## config.mk

```make
export PLATFORM = sky130hd
export DESIGN_NAME = lane_err_bank
export DESIGN_NICKNAME = d
export VERILOG_FILES = /design/src/rtl/lecb_pkg.sv /design/src/rtl/lecb_lane_pick.sv /design/src/rtl/lecb_sat_counter.sv /design/src/rtl/lecb_regif.sv /design/src/rtl/lane_err_bank.sv
export SDC_FILE = /design/constraint.sdc
export NUM_CORES = 1
export LEC_CHECK = 0
export BUFFER_PORTS_ARGS = -buffer_cell sky130_fd_sc_hd__buf_4
export CAP_MARGIN = 10
export CORE_ASPECT_RATIO = 1.2
export CORE_MARGIN = 8
export CORE_UTILIZATION = 40
export CTS_BUF_LIST = sky130_fd_sc_hd__clkbuf_8 sky130_fd_sc_hd__clkbuf_16
export CTS_CLUSTER_SIZE = 20
export DETAILED_ROUTE_END_ITERATION = 6
export PLACE_DENSITY = 0.68
export REMOVE_ABC_BUFFERS = 1
export SYNTH_ARGS = -nofsm -noshare
export SYNTH_HDL_FRONTEND = slang
export SYNTH_SLANG_ARGS = --single-unit
```

## constraint.sdc

```tcl
create_clock -name clk -period 2.75 [get_ports clk]
set_input_delay 0.55 -clock clk [delete_from_list [all_inputs] [get_ports clk]]
set_output_delay 0.55 -clock clk [all_outputs]
set_load 0.01 [all_outputs]
```

## src/rtl/lecb_pkg.sv

```systemverilog
package lecb_pkg;
    localparam int NUM_CNT  = 4;
    localparam int ADDR_W   = 8;
    localparam int DATA_W   = 32;
    localparam int FIELD_W  = 8;   // per-counter byte in the configuration register
    localparam logic [ADDR_W-1:0] ADDR_CFG   = 8'hC8;
    localparam logic [ADDR_W-1:0] ADDR_CNT_A = 8'hCC;
    localparam logic [ADDR_W-1:0] ADDR_CNT_B = 8'hD0;
endpackage

```

## src/rtl/lecb_lane_pick.sv

```systemverilog
module lecb_lane_pick #(
    parameter int NUM_PORTS = 6,
    parameter int NUM_LANES = 4,
    parameter int SEL_W     = 3,
    localparam int NUM_ERR  = NUM_PORTS * NUM_LANES
) (
    input  logic               test_mode_i,
    input  logic [NUM_ERR-1:0] lane_err_i,
    input  logic [SEL_W-1:0]   port_sel_i,
    input  logic [SEL_W-1:0]   lane_sel_i,
    output logic               hit_o
);
    // Selections outside the populated range match no loop index and so never hit.
    always_comb begin
        hit_o = 1'b0;
        for (int p = 0; p < NUM_PORTS; p++) begin
            for (int l = 0; l < NUM_LANES; l++) begin
                if (port_sel_i == SEL_W'(p) && lane_sel_i == SEL_W'(l))
                    hit_o = test_mode_i & lane_err_i[p*NUM_LANES+l];
            end
        end
    end
endmodule

```

## src/rtl/lecb_sat_counter.sv

```systemverilog
module lecb_sat_counter #(
    parameter int CNT_W = 16
) (
    input  logic             clk,
    input  logic             rst_n,
    input  logic             inc_i,
    input  logic             clr_i,
    output logic [CNT_W-1:0] cnt_o
);
    localparam logic [CNT_W-1:0] CNT_MAX = '1;

    typedef struct packed {
        logic [CNT_W-1:0] cnt;
    } cnt_state_t;

    cnt_state_t st_d, st_q;

    always_comb begin
        st_d = st_q;
        if (clr_i)
            st_d.cnt = inc_i ? CNT_W'(1) : '0;
        else if (inc_i && st_q.cnt != CNT_MAX)
            st_d.cnt = st_q.cnt + CNT_W'(1);
    end

    always_ff @(posedge clk or negedge rst_n) begin
        if (!rst_n) st_q <= '0;
        else        st_q <= st_d;
    end

    assign cnt_o = st_q.cnt;


    sat_hold_chk: assert property (@(posedge clk) disable iff (!rst_n)
        (st_q.cnt == CNT_MAX && !clr_i) |=> st_q.cnt == CNT_MAX);

    step_one_chk: assert property (@(posedge clk) disable iff (!rst_n)
        (inc_i && !clr_i && st_q.cnt != CNT_MAX) |=> st_q.cnt == $past(st_q.cnt) + CNT_W'(1));

    clear_zero_chk: assert property (@(posedge clk) disable iff (!rst_n)
        (clr_i && !inc_i) |=> st_q.cnt == '0);

    clear_keep_chk: assert property (@(posedge clk) disable iff (!rst_n)
        (clr_i && inc_i) |=> st_q.cnt == CNT_W'(1));
endmodule

```

## src/rtl/lecb_regif.sv

```systemverilog
module lecb_regif
    import lecb_pkg::*;
#(
    parameter int CNT_W = 16
) (
    input  logic                     clk,
    input  logic                     rst_n,
    input  logic                     wr_en_i,
    input  logic                     rd_en_i,
    input  logic [ADDR_W-1:0]        addr_i,
    input  logic [DATA_W-1:0]        wdata_i,
    input  logic [NUM_CNT*CNT_W-1:0] counts_i,
    output logic [DATA_W-1:0]        cfg_o,
    output logic [NUM_CNT-1:0]       clr_o,
    output logic [DATA_W-1:0]        rdata_o
);
    localparam int PAIR_W = 2 * CNT_W;

    typedef struct packed {
        logic [DATA_W-1:0] cfg;
        logic [DATA_W-1:0] rdata;
    } reg_state_t;

    reg_state_t st_d, st_q;
    logic [PAIR_W-1:0] pair_a, pair_b;

    assign pair_a = counts_i[0 +: PAIR_W];
    assign pair_b = counts_i[PAIR_W +: PAIR_W];

    always_comb begin
        st_d  = st_q;
        clr_o = '0;
        if (wr_en_i && addr_i == ADDR_CFG)
            st_d.cfg = wdata_i;
        if (rd_en_i) begin
            unique case (addr_i)
                ADDR_CFG:   st_d.rdata = st_q.cfg;
                ADDR_CNT_A: begin
                    st_d.rdata = DATA_W'(pair_a);
                    clr_o[1:0] = 2'b11;
                end
                ADDR_CNT_B: begin
                    st_d.rdata = DATA_W'(pair_b);
                    clr_o[3:2] = 2'b11;
                end
                default:    st_d.rdata = '0;
            endcase
        end
    end

    always_ff @(posedge clk or negedge rst_n) begin
        if (!rst_n) st_q <= '0;
        else        st_q <= st_d;
    end

    assign cfg_o   = st_q.cfg;
    assign rdata_o = st_q.rdata;


    cfg_guard_chk: assert property (@(posedge clk) disable iff (!rst_n)
        (wr_en_i && addr_i != ADDR_CFG) |=> $stable(cfg_o));

    read_pair_chk: assert property (@(posedge clk) disable iff (!rst_n)
        (rd_en_i && addr_i == ADDR_CNT_B) |=> rdata_o == DATA_W'($past(pair_b)));
endmodule

```

## src/rtl/lane_err_bank.sv

```systemverilog
module lane_err_bank
    import lecb_pkg::*;
#(
    parameter int NUM_PORTS = 6,
    parameter int NUM_LANES = 4,
    parameter int SEL_W     = 3,
    parameter int CNT_W     = 16
) (
    input  logic                           clk,
    input  logic                           rst_n,
    input  logic                           test_mode_i,
    input  logic [NUM_PORTS*NUM_LANES-1:0] lane_err_i,
    input  logic                           wr_en_i,
    input  logic                           rd_en_i,
    input  logic [ADDR_W-1:0]              addr_i,
    input  logic [DATA_W-1:0]              wdata_i,
    output logic [DATA_W-1:0]              rdata_o
);
    localparam int LANE_OFS = FIELD_W / 2;

    logic [DATA_W-1:0]        cfg;
    logic [NUM_CNT-1:0]       clr;
    logic [NUM_CNT-1:0]       hit;
    logic [NUM_CNT*CNT_W-1:0] counts;

    lecb_regif #(.CNT_W(CNT_W)) u_regif (
        .clk      (clk),
        .rst_n    (rst_n),
        .wr_en_i  (wr_en_i),
        .rd_en_i  (rd_en_i),
        .addr_i   (addr_i),
        .wdata_i  (wdata_i),
        .counts_i (counts),
        .cfg_o    (cfg),
        .clr_o    (clr),
        .rdata_o  (rdata_o)
    );

    for (genvar k = 0; k < NUM_CNT; k++) begin : g_cnt
        lecb_lane_pick #(
            .NUM_PORTS (NUM_PORTS),
            .NUM_LANES (NUM_LANES),
            .SEL_W     (SEL_W)
        ) u_pick (
            .test_mode_i (test_mode_i),
            .lane_err_i  (lane_err_i),
            .port_sel_i  (cfg[k*FIELD_W +: SEL_W]),
            .lane_sel_i  (cfg[k*FIELD_W+LANE_OFS +: SEL_W]),
            .hit_o       (hit[k])
        );

        lecb_sat_counter #(.CNT_W(CNT_W)) u_cnt (
            .clk   (clk),
            .rst_n (rst_n),
            .inc_i (hit[k]),
            .clr_i (clr[k]),
            .cnt_o (counts[k*CNT_W +: CNT_W])
        );


        idle_hold_chk: assert property (@(posedge clk) disable iff (!rst_n)
            (!test_mode_i && !clr[k]) |=> $stable(counts[k*CNT_W +: CNT_W]));
    end
endmodule

```

# --- Word-level counts from Yosys, hierarchy flattened ---
# Cells that the tools add are included.
op_classes:
  n_reduce_logical: 113
  bitwise_logic: 24
  muxes: 112
  eq_ne: 39
  add_sub_neg: 4
op_table:
  columns: ["operator", "count"]
  rows:
  - ["two-way mux 16 bit", 8]
  - ["logical AND 1 bit", 101]
  - ["two-way mux 1 bit", 100]
  - ["case mux 32 bit (3 select lines)", 1]
  - ["adder 16 x 1 -> 16 bit (second input constant)", 4]
  - ["inequality test 16 bit (second input constant)", 4]
  - ["equality test 3 x 2 -> 1 bit (second input constant)", 16]
  - ["AND 1 bit", 24]
  - ["equality test 3 x 1 -> 1 bit (second input constant)", 8]
  - ["equality test 3 bit (second input constant)", 8]
  - ["equality test 8 bit (second input constant)", 3]
  - ["logical NOT 3 bit", 8]
  - ["nonzero test 2 bit", 4]
  - ["two-way mux 2 bit", 2]
  - ["two-way mux 4 bit", 1]
totals:
  wordCells: 298
  reg_bits: 128
  in_bits: 69
  out_inout_bits: 32

# --- Logic depth before layout (Yosys ltp) ---
# Gate-level depths: netlist of run 1.
logic_depth:
  word_depth: 29
  mapped_depth: 12
  ltp_nobuf: 8

# --- Hierarchy ---
# A second synthesis of run 1 with hierarchy kept.
hier_totals:
  cells_unflattened: 920
  area_unflattened_um2: 8735.9
modules_own_cells:
  columns: ["mod", "instances", "cells_each", "area_each_um2"]
  rows:
  - ["lecb_regif", 1, 257, 3215.6]
  - ["lecb_sat_counter at g_cnt[1].u_cnt ...", 3, 99, 924.6]
  - ["lecb_lane_pick", 4, 66, 446.7]
  - ["lecb_sat_counter at g_cnt[0].u_cnt", 1, 102, 959.7]

# --- Worst setup path after synthesis of run 1 ---
# No wires, ideal clock.
synth_path:
  path_kind: "input to register"
  from: "input test_mode_i"
  to: "register g_cnt[2].u_cnt.st_q (netlist bit g_cnt[2].u_cnt.cnt_o[7])"
  path_slack_ns: 0.310
  t_required_ns: 2.630
  stages: 9
  setup_ns: 0.120
  arrival_ns: 2.319
  n_path_buf: 1
  cell_sequence: "buf_6 > nand2_1 > or4b_1 > o31a_1 > a22oi_2 > o31ai_2 > nor3_2 > a31oi_1 > a41o_1"
synth_via:
  elab_chain_cells: 27
  elab_cells_between_ends: 50
  classes_between: "mux: 24; bitwise: 24; reduce/logical: 2"
synth_lines:
  columns: ["item", "line", "source"]
  rows:
  - ["start: declaration", "lane_err_bank.sv:11", "input logic test_mode_i,"]
  - ["AND 1 bit", "lecb_lane_pick.sv:19", "hit_o = test_mode_i & lane_err_i[p*NUM_LANES+l];"]
  - ["two-way mux 1 bit (23 in series)", "lecb_lane_pick.sv:18", "if (port_sel_i == SEL_W'(p) && lane_sel_i == SEL_W'(l))"]
  - ["two-way mux 1 bit (*)", "lecb_lane_pick.sv:18", null]
  - ["logical AND 1 bit (*)", "lecb_sat_counter.sv:22", "else if (inc_i && st_q.cnt != CNT_MAX)"]
  - ["nonzero test 2 bit (no source line) (*)", null, null]
  - ["end signal: assignment", "lecb_sat_counter.sv:28", "else st_q <= st_d;"]
  - ["end: declaration", "lecb_sat_counter.sv:16", "cnt_state_t st_d, st_q;"]
# Mark *: on every way between the ends. The rest lies on a longest branch, timed or not.
# A chain may end at the register's enable or synchronous reset.

# --- Final worst setup path of run 1 ---
layout_path:
  from: "register u_regif.st_q (netlist bit u_regif.cfg_o[21])"
  to: "register g_cnt[2].u_cnt.st_q (netlist bit g_cnt[2].u_cnt.cnt_o[12])"
layout_via:
  elab_chain_cells: 28
  elab_cells_between_ends: 54
  classes_between: "eq/ne: 3; mux: 24; reduce/logical: 27"
layout_lines:
  columns: ["item", "line", "source"]
  rows:
  - ["start: declaration", "lecb_regif.sv:24", "reg_state_t st_d, st_q;"]
  - ["start signal: assignment", "lecb_regif.sv:53", "else st_q <= st_d;"]
  - ["logical NOT 3 bit", "lecb_lane_pick.sv:18", null]
  - ["logical AND 1 bit", "lecb_lane_pick.sv:18", null]
  - ["two-way mux 1 bit (23 in series)", "lecb_lane_pick.sv:18", null]
  - ["two-way mux 1 bit (*)", "lecb_lane_pick.sv:18", null]
  - ["logical AND 1 bit (*)", "lecb_sat_counter.sv:22", null]
  - ["nonzero test 2 bit (no source line) (*)", null, null]
# Marked as above.

==> results of run 1 <==
## logic make-up (layout without fill, tap and decap cells)
| logic type | count (synthesis) | after routing | share of synthesized area |
|---|---|---|---|
| buf+inv | 85 | 215 | 0.0484 |
| fa+ha+maj | 4 | 4 | 0.00603 |
| flops | 128 | 128 | 0.386 |
| xor+xnor | 24 | 24 | 0.0253 |
| mux | 71 | 71 | 0.0982 |
| compound gates | 264 | 264 | 0.211 |
| simple gates | 345 | 345 | 0.225 |
## power by group
group          switching, mW  internal, mW
sequential             0.250          2.08
clock                  0.855          1.27
combinational          0.584         0.535
## registers in the layout, indices dropped and copies added, names as in the netlist
register and flops:
g_cnt.u_cnt.cnt_o 64, u_regif.cfg_o 32, u_regif.rdata_o 32
## cell type report
cell class                      instances  area, um^2
Inverter                               16        60.1
Fill cell                            1912       10200
Clock inverter                         13        97.6
Clock buffer                           19         453
Tap cell                              265         332
Sequential cell                       128        3210
Timing Repair Buffer                  167        1290
Multi-Input combinational cell        708        4720
## metrics by stage
step	util	TNS, ns	cells
floorplan	-	-9.10	852
global placement	0.471	-0.178	1284
finish	0.500	0	1316
global route	0.500	0	1316
detailed placement	0.471	-0.733	1284
CTS	0.498	0	1316
## timing repair
item                                    4_1_cts  5_1_grt
setup buffers                                 0        0
gates resized for setup                       0       11
endpoints found under the setup margin        0       33
## Yosys cell counts, drive strengths merged (14+ instances only)
master	instances
nand2	65
dfrtp	128
o21ai	48
inv	16
clkbuf	39
nand3	39
nor2	83
a22oi	35
or3	18
xor2	14
mux2	60
and3	32
a21oi	85
buf	30
## worst min path at each step
stage	startpoint	to	slack, ns	cells after the start
final	rst_n	u_regif.rdata_o[15]	0.16	1
after floorplan	rst_n	g_cnt[0].u_cnt.cnt_o[0]	0.25	0
after global routing	rst_n	u_regif.rdata_o[15]	0.20	1
after CTS	rst_n	u_regif.rdata_o[15]	0.18	1
after detailed placement	u_regif.cfg_o[11]	u_regif.cfg_o[11]	0.50	1
after global placement	u_regif.cfg_o[27]	u_regif.cfg_o[27]	0.49	1
## layer usage
metal,vias to the layer above,part of all wire
li1,3694,-
met1,3798,0.43
met2,266,0.48
met3,57,0.054
met4,0,0.030
met5,-,0
## critical path: stages, from the launching register on
cell and delay, ns:
sky130_fd_sc_hd__dfrtp_1 0.55, sky130_fd_sc_hd__mux2_2 0.39, sky130_fd_sc_hd__a41oi_1 0.27, sky130_fd_sc_hd__a22oi_2 0.13
sky130_fd_sc_hd__o31ai_2 0.50, sky130_fd_sc_hd__buf_4 0.29, sky130_fd_sc_hd__nor4_2 0.08, sky130_fd_sc_hd__xnor2_1 0.23
sky130_fd_sc_hd__nor2_1 0.06
==> results.md, run 1 <==
* Result of the run: complete, but fails checks
* Failing checks: design-rule violations
* First-pass iteration count of the detailed router at 7
* Antenna violation net count after detailed routing at 0
* Met1 demand-to-capacity share in global routing at 0.251
* Fraction of met3 tracks used by global routing at 0.0389
* Number of buffers created by CTS at 17
* Relative area change from synthesis to final layout at 22.5%
* Initial Util at 0.408
* Top-level port count at 101
* Synthesized area per cell at 9.01 um^2
* Global Route Usage Sum at 0.197
* Layer with the highest usage after global routing: met2
* Data arrival time of the critical path at 2.93 ns
* Kind of path behind the tightest hold check: input port to asynchronous set/reset pin
* Cell area after synthesis at 0.00829 mm^2
* Floorplan die height at 174 um
* Main area contributors after synthesis: sky130_fd_sc_hd__dfrtp_1 39%, sky130_fd_sc_hd__mux2_2 7.9%, sky130_fd_sc_hd__a21oi_1 5.1%, sky130_fd_sc_hd__nor2_1 3.8%, sky130_fd_sc_hd__a22oi_1 3.1%
* Critical register-to-register path startpoint: u_regif.cfg_o[21]
* Final wirelength at 25.2 mm
* Number of inserted diodes at 0
* Min Tclk post-route at 2.62 ns
* Clk root buf: sky130_fd_sc_hd__clkbuf_16
* Number of distinct library cells after synthesis at 86
* Violation count after the first detailed-route iteration at 706
* Global routing met2 resource utilization at 0.318
* Pwr/cell area at 549 mW/mm^2
* Core region area at 0.0203 mm^2
* Total Power at 5.57 mW
* Number of design rule violations left after detail routing at 5
* Nature of the critical path startpoint: flip-flop
* Most used cells in the layout excluding fill and tap cells: 164 x sky130_fd_sc_hd__buf_4, 122 x sky130_fd_sc_hd__dfrtp_1, 85 x sky130_fd_sc_hd__a21oi_1
* Capturing element type of the critical path: flip-flop
* Actual slew at the worst max-slew pin at 0.672 ns
* Number of rows created at floorplan at 57
* Fraction of final layout cells with drive strength greater than 1 at 0.273
* CTS tree: yes
* Via density per instance at 5.94
* Die W at 147 um
* Worst vdd ir at 0.434 mV
* Instance area at placement at 0.00958 mm^2
* Rel. slew slack at 0.552
* Clock skew after layout at 0.00641 ns
* Largest fanout of any net on the critical path at 11
* Count of endpoints failing hold in the final timing report at 0
* Number of instances in the synthesized netlist at 921
* Max-capacitance violation count at 0
* Biggest area consumer among synthesized cells: sky130_fd_sc_hd__dfrtp_1
* Setup repair after global routing missed its margin: no
* Flip-flop cell with the highest count after synthesis: sky130_fd_sc_hd__dfrtp_1
* Final Hold Slack at 0.162 ns
* Number of max-slew violations in the final report at 0
* Cell area after layout at 0.0102 mm^2
* Total Die Area at 0.0256 mm^2
* Final period util at 0.954
* Portion of synthesized cell area occupied by the leading cell type at 0.386
* Worst slack at placement at -0.0649 ns
* Number of input and output port buffers inserted at 100
* Endpoint of the lowest-slack register-to-register path: g_cnt[2].u_cnt.cnt_o[12]
* Clock-pin slew of the registers on the worst-case setup and hold paths at 0.06 ns
* Critical Path RT at 3.05 ns
* Capture point of the worst path: g_cnt[2].u_cnt.cnt_o[12]
* Vias post-DR at 7815
* Static leakage at 4.43 nW
* Most common cell after layout, fill and taps aside: sky130_fd_sc_hd__buf_4
* Max clock buf depth at 2
* Yosys synthesis warning count at 0
* Depth of the worst register-to-register path at 8
* Type of the worst setup path: flip-flop to flip-flop
* HPWL after detailed placement at 18.4 mm
* Remaining global-route overflow at 0
* Register-to-register setup slack at 0.13 ns
* EDFF count, synth at 0
* Routed wirelength normalized by instance count at 19.2 um
* Register area share after synthesis at 0.386
* H-tree levels at 4
* Maximum clock frequency at 0.381 GHz
* Vias in the first global route at 7618
* Critical path startpoint: u_regif.cfg_o[21]
* Clock sink total at 128
* Largest net degree at the start of global routing at 50
* Global-route wire length before repair at 40.6 mm
* Net count reported at finish at 1111
* Min setup slack post-route at 0.127 ns
* Initial antenna violation count at 0
* Share of async-settable or async-resettable flops after synthesis at 1.00
* Global placer's final weighted congestion at 0.958
* Worst skew pair latency at 0.42 ns
* Count of state elements after synthesis at 128
* Count of hold-fix buffers inserted at cts at 0
* Final setup fails at 0
(Power assumes the default switching activity.)
==> run 2, diff against run 1 <==
--- a/config.mk
+++ b/config.mk
@@ -10,7 +10,6 @@
 export CORE_ASPECT_RATIO = 1.2
 export CORE_MARGIN = 8
 export CORE_UTILIZATION = 40
-export CTS_BUF_LIST = sky130_fd_sc_hd__clkbuf_8 sky130_fd_sc_hd__clkbuf_16
 export CTS_CLUSTER_SIZE = 20
 export DETAILED_ROUTE_END_ITERATION = 6
 export PLACE_DENSITY = 0.68
==> run 2 against run 1 <==
The flow now finishes without violations. Hold slack improved by 0.0015 ns. Global-route usage is the same. Clock-buffer cell count grew 3. Largest cell class unchanged. Highest routed layer unchanged. Setup slack better by 0.030 ns. Critical endpoint unchanged. Combinational power hardly changed. First-iteration DRC count rose by 3.8%. Register-to-register slack improved by 0.03 ns. Maximum frequency up 1.2%. Die area is the same.
==> results.md, run 2 (same netlist as run 1, synthesis figures left out) <==
* Top-level port count at 101 (unchanged)
* Slowest CP cell: sky130_fd_sc_hd__dfrtp_1
* Total Die Area at 0.0256 mm^2 (unchanged)
* Total Power at 5.58 mW (+0.12%)
* Max-capacitance violation count at 0 (unchanged)
* Number of input and output port buffers inserted at 100 (unchanged)
* Max clock buf depth at 2 (unchanged)
* Global placer's final weighted congestion at 0.958 (unchanged)
* Floorplan die height at 174 um (unchanged)
* Number of rows created at floorplan at 57 (unchanged)
* Setup repair after global routing missed its margin: no
* CTS tree: yes
* Kind of path behind the tightest hold check: input port to asynchronous set/reset pin
* H-tree levels at 4 (unchanged)
* Net count reported at finish at 1111 (unchanged)
* Clock sink total at 128 (unchanged)
* Count of endpoints failing hold in the final timing report at 0 (unchanged)
* Maximum clock frequency at 0.386 GHz (+1.2%)
* Number of inserted diodes at 0 (unchanged)
* Worst skew pair latency at 0.42 ns (about the same)
* Routed wirelength normalized by instance count at 19.2 um (about the same)
* Buffers inserted during post-CTS setup optimization at 0 (unchanged)
* Clk root buf: sky130_fd_sc_hd__clkbuf_16
* Type of the worst setup path: flip-flop to flip-flop
* Remaining global-route overflow at 0 (unchanged)
* Largest net degree at the start of global routing at 50 (unchanged)
* Die W at 147 um (unchanged)
* Antenna violation net count after detailed routing at 0 (unchanged)
* Core region area at 0.0203 mm^2 (unchanged)
* Final-layout fill cell count at 1912 (unchanged)
* Final wirelength at 25.2 mm (about the same)
* Final period util at 0.943 (-0.0109)
* Via density per instance at 5.96 (+0.31%)
* Number of design rule violations left after detail routing at 0 (-5)
* First-pass iteration count of the detailed router at 6 (-1)
* Clock-pin slew of the registers on the worst-case setup and hold paths at 0.06 ns (about the same)
* Final setup fails at 0 (unchanged)
* Worst vdd ir at 0.433 mV (-0.26%)
* Pwr/cell area at 549 mW/mm^2 (+0.12%)
* Worst slack at placement at -0.0649 ns (unchanged)
* Vias post-DR at 7839 (+0.31%)
* Global-route wire length before repair at 40.6 mm (unchanged)
* Most used cells in the layout excluding fill and tap cells: 164 x sky130_fd_sc_hd__buf_4, 122 x sky130_fd_sc_hd__dfrtp_1, 85 x sky130_fd_sc_hd__a21oi_1
* Static leakage at 4.41 nW (-0.28%)
* Initial Util at 0.408 (unchanged)
* Critical path, cell by cell: mux2_2, a41oi_1, a22oi_2, o31ai_2, buf_4, nor4_2, xnor2_1, nor2_1
* Most common cell after layout, fill and taps aside: sky130_fd_sc_hd__buf_4
* Fraction of final layout cells with drive strength greater than 1 at 0.273 (unchanged)
* Min setup slack post-route at 0.157 ns (+0.0299 ns)
* Critical Path RT at 3.05 ns (about the same)
* Capturing element type of the critical path: flip-flop
* HPWL after detailed placement at 18.4 mm (unchanged)
* Global Route Usage Sum at 0.197 (unchanged)
* Number of buffers created by CTS at 17 (unchanged)
* Number of flip-flops under the largest register name at 64 (unchanged)
* CP Buf/Inv Count at 1 (unchanged)
* Cell area after layout at 0.0102 mm^2 (unchanged)
* Largest stage delay, worst path at 0.55 ns (about the same)
* Kind of cell adding the most delay to the critical path: compound AO/OA/AOI/OAI gates
* Nature of the critical path startpoint: flip-flop
* Largest fanout of any net on the critical path at 11 (unchanged)
* Min Tclk post-route at 2.59 ns (-0.0299 ns)
* Relative area change from synthesis to final layout at 22.5% (unchanged)
* Rel. slew slack at 0.552 (about the same)
* Clock skew after layout at 0.00674 ns (+0.000329 ns)
* Number of max-slew violations in the final report at 0 (unchanged)
* Actual slew at the worst max-slew pin at 0.672 ns (-0.0000653 ns)
* Violation count after the first detailed-route iteration at 733 (+3.8%)
* Data arrival time of the critical path at 2.90 ns (-0.03 ns)
* Instance area at placement at 0.00958 mm^2 (unchanged)
* Setup TNS at 0 ns (unchanged)
* Initial antenna violation count at 0 (unchanged)
* Vias in the first global route at 7618 (unchanged)
* Result of the run: complete, no violations
-- run 2: cell count changes in the layout (fill, tap and decap cells not counted) --
cell,before,now
sky130_fd_sc_hd__clkbuf_1,0,3
sky130_fd_sc_hd__inv_1,19,16
-- run 2: path summary, 6_finish.rpt --
check                      slack, ns  depth (start not counted)               from                        to
setup / recovery                0.16                          8  u_regif.cfg_o[21]  g_cnt[2].u_cnt.cnt_o[12]
hold / removal                  0.16                          1              rst_n       u_regif.rdata_o[15]
setup reg to reg                0.16                          8  u_regif.cfg_o[21]  g_cnt[2].u_cnt.cnt_o[12]
hold reg to reg                 0.50                          1  u_regif.cfg_o[11]         u_regif.cfg_o[11]
max in group asynchronous       1.85                          2              rst_n         u_regif.cfg_o[20]
min in group clk                0.34                          3         wdata_i[0]          u_regif.cfg_o[0]
-- run 2: report_power, final --
| group | leakage (nW) | internal (mW) | switching, mW |
|---|---|---|---|
| Combinational | 2.51 | 0.535 | 0.584 |
| Sequential | 1.64 | 2.08 | 0.249 |
| Clock | 0.266 | 1.28 | 0.851 |
| Total | 4.41 | 3.90 | 1.68 |
-- run 2: repair_timing --
item | 4_1_cts | 5_1_grt
resized for setup | 0 | 11
setup endpoints to repair | 0 | 33
hold buffers | 0 | 0
-- run 2: through the flow --
| step | cells | utilization | hold WS (ns) |
|---|---|---|---|
| 2_1_floorplan | 852 | - | 0.254 |
| 3_3_place_gp | 1284 | 0.471 | 0.488 |
| 3_5_place_dp | 1284 | 0.471 | 0.498 |
| 4_1_cts | 1316 | 0.498 | 0.180 |
| 5_1_grt | 1316 | 0.500 | 0.196 |
| 6_report | 1316 | 0.500 | 0.164 |
-- run 2: area by class of cell --
class | instances | area, um^2 | share of cell area
well taps | 265 | 332 | 0.0326
clock buffers | 22 | 464 | 0.0457
multi-input cells | 708 | 4720 | 0.464
repair buffers | 167 | 1290 | 0.127
clock inverters | 10 | 86.3 | 0.00850
flip-flops and latches | 128 | 3210 | 0.316
inverters | 16 | 60.1 | 0.00591
-- run 2: layer usage --
layer / routed length, um / share of wire / up-vias / global-route usage
met5: 0 / 0 / - / 0
met4: 738 / 0.029 / 0 / 0.0796
met3: 1620 / 0.064 / 54 / 0.0389
met2: 12200 / 0.48 / 300 / 0.318
met1: 10700 / 0.42 / 3790 / 0.251
li1: - / - / 3695 / -
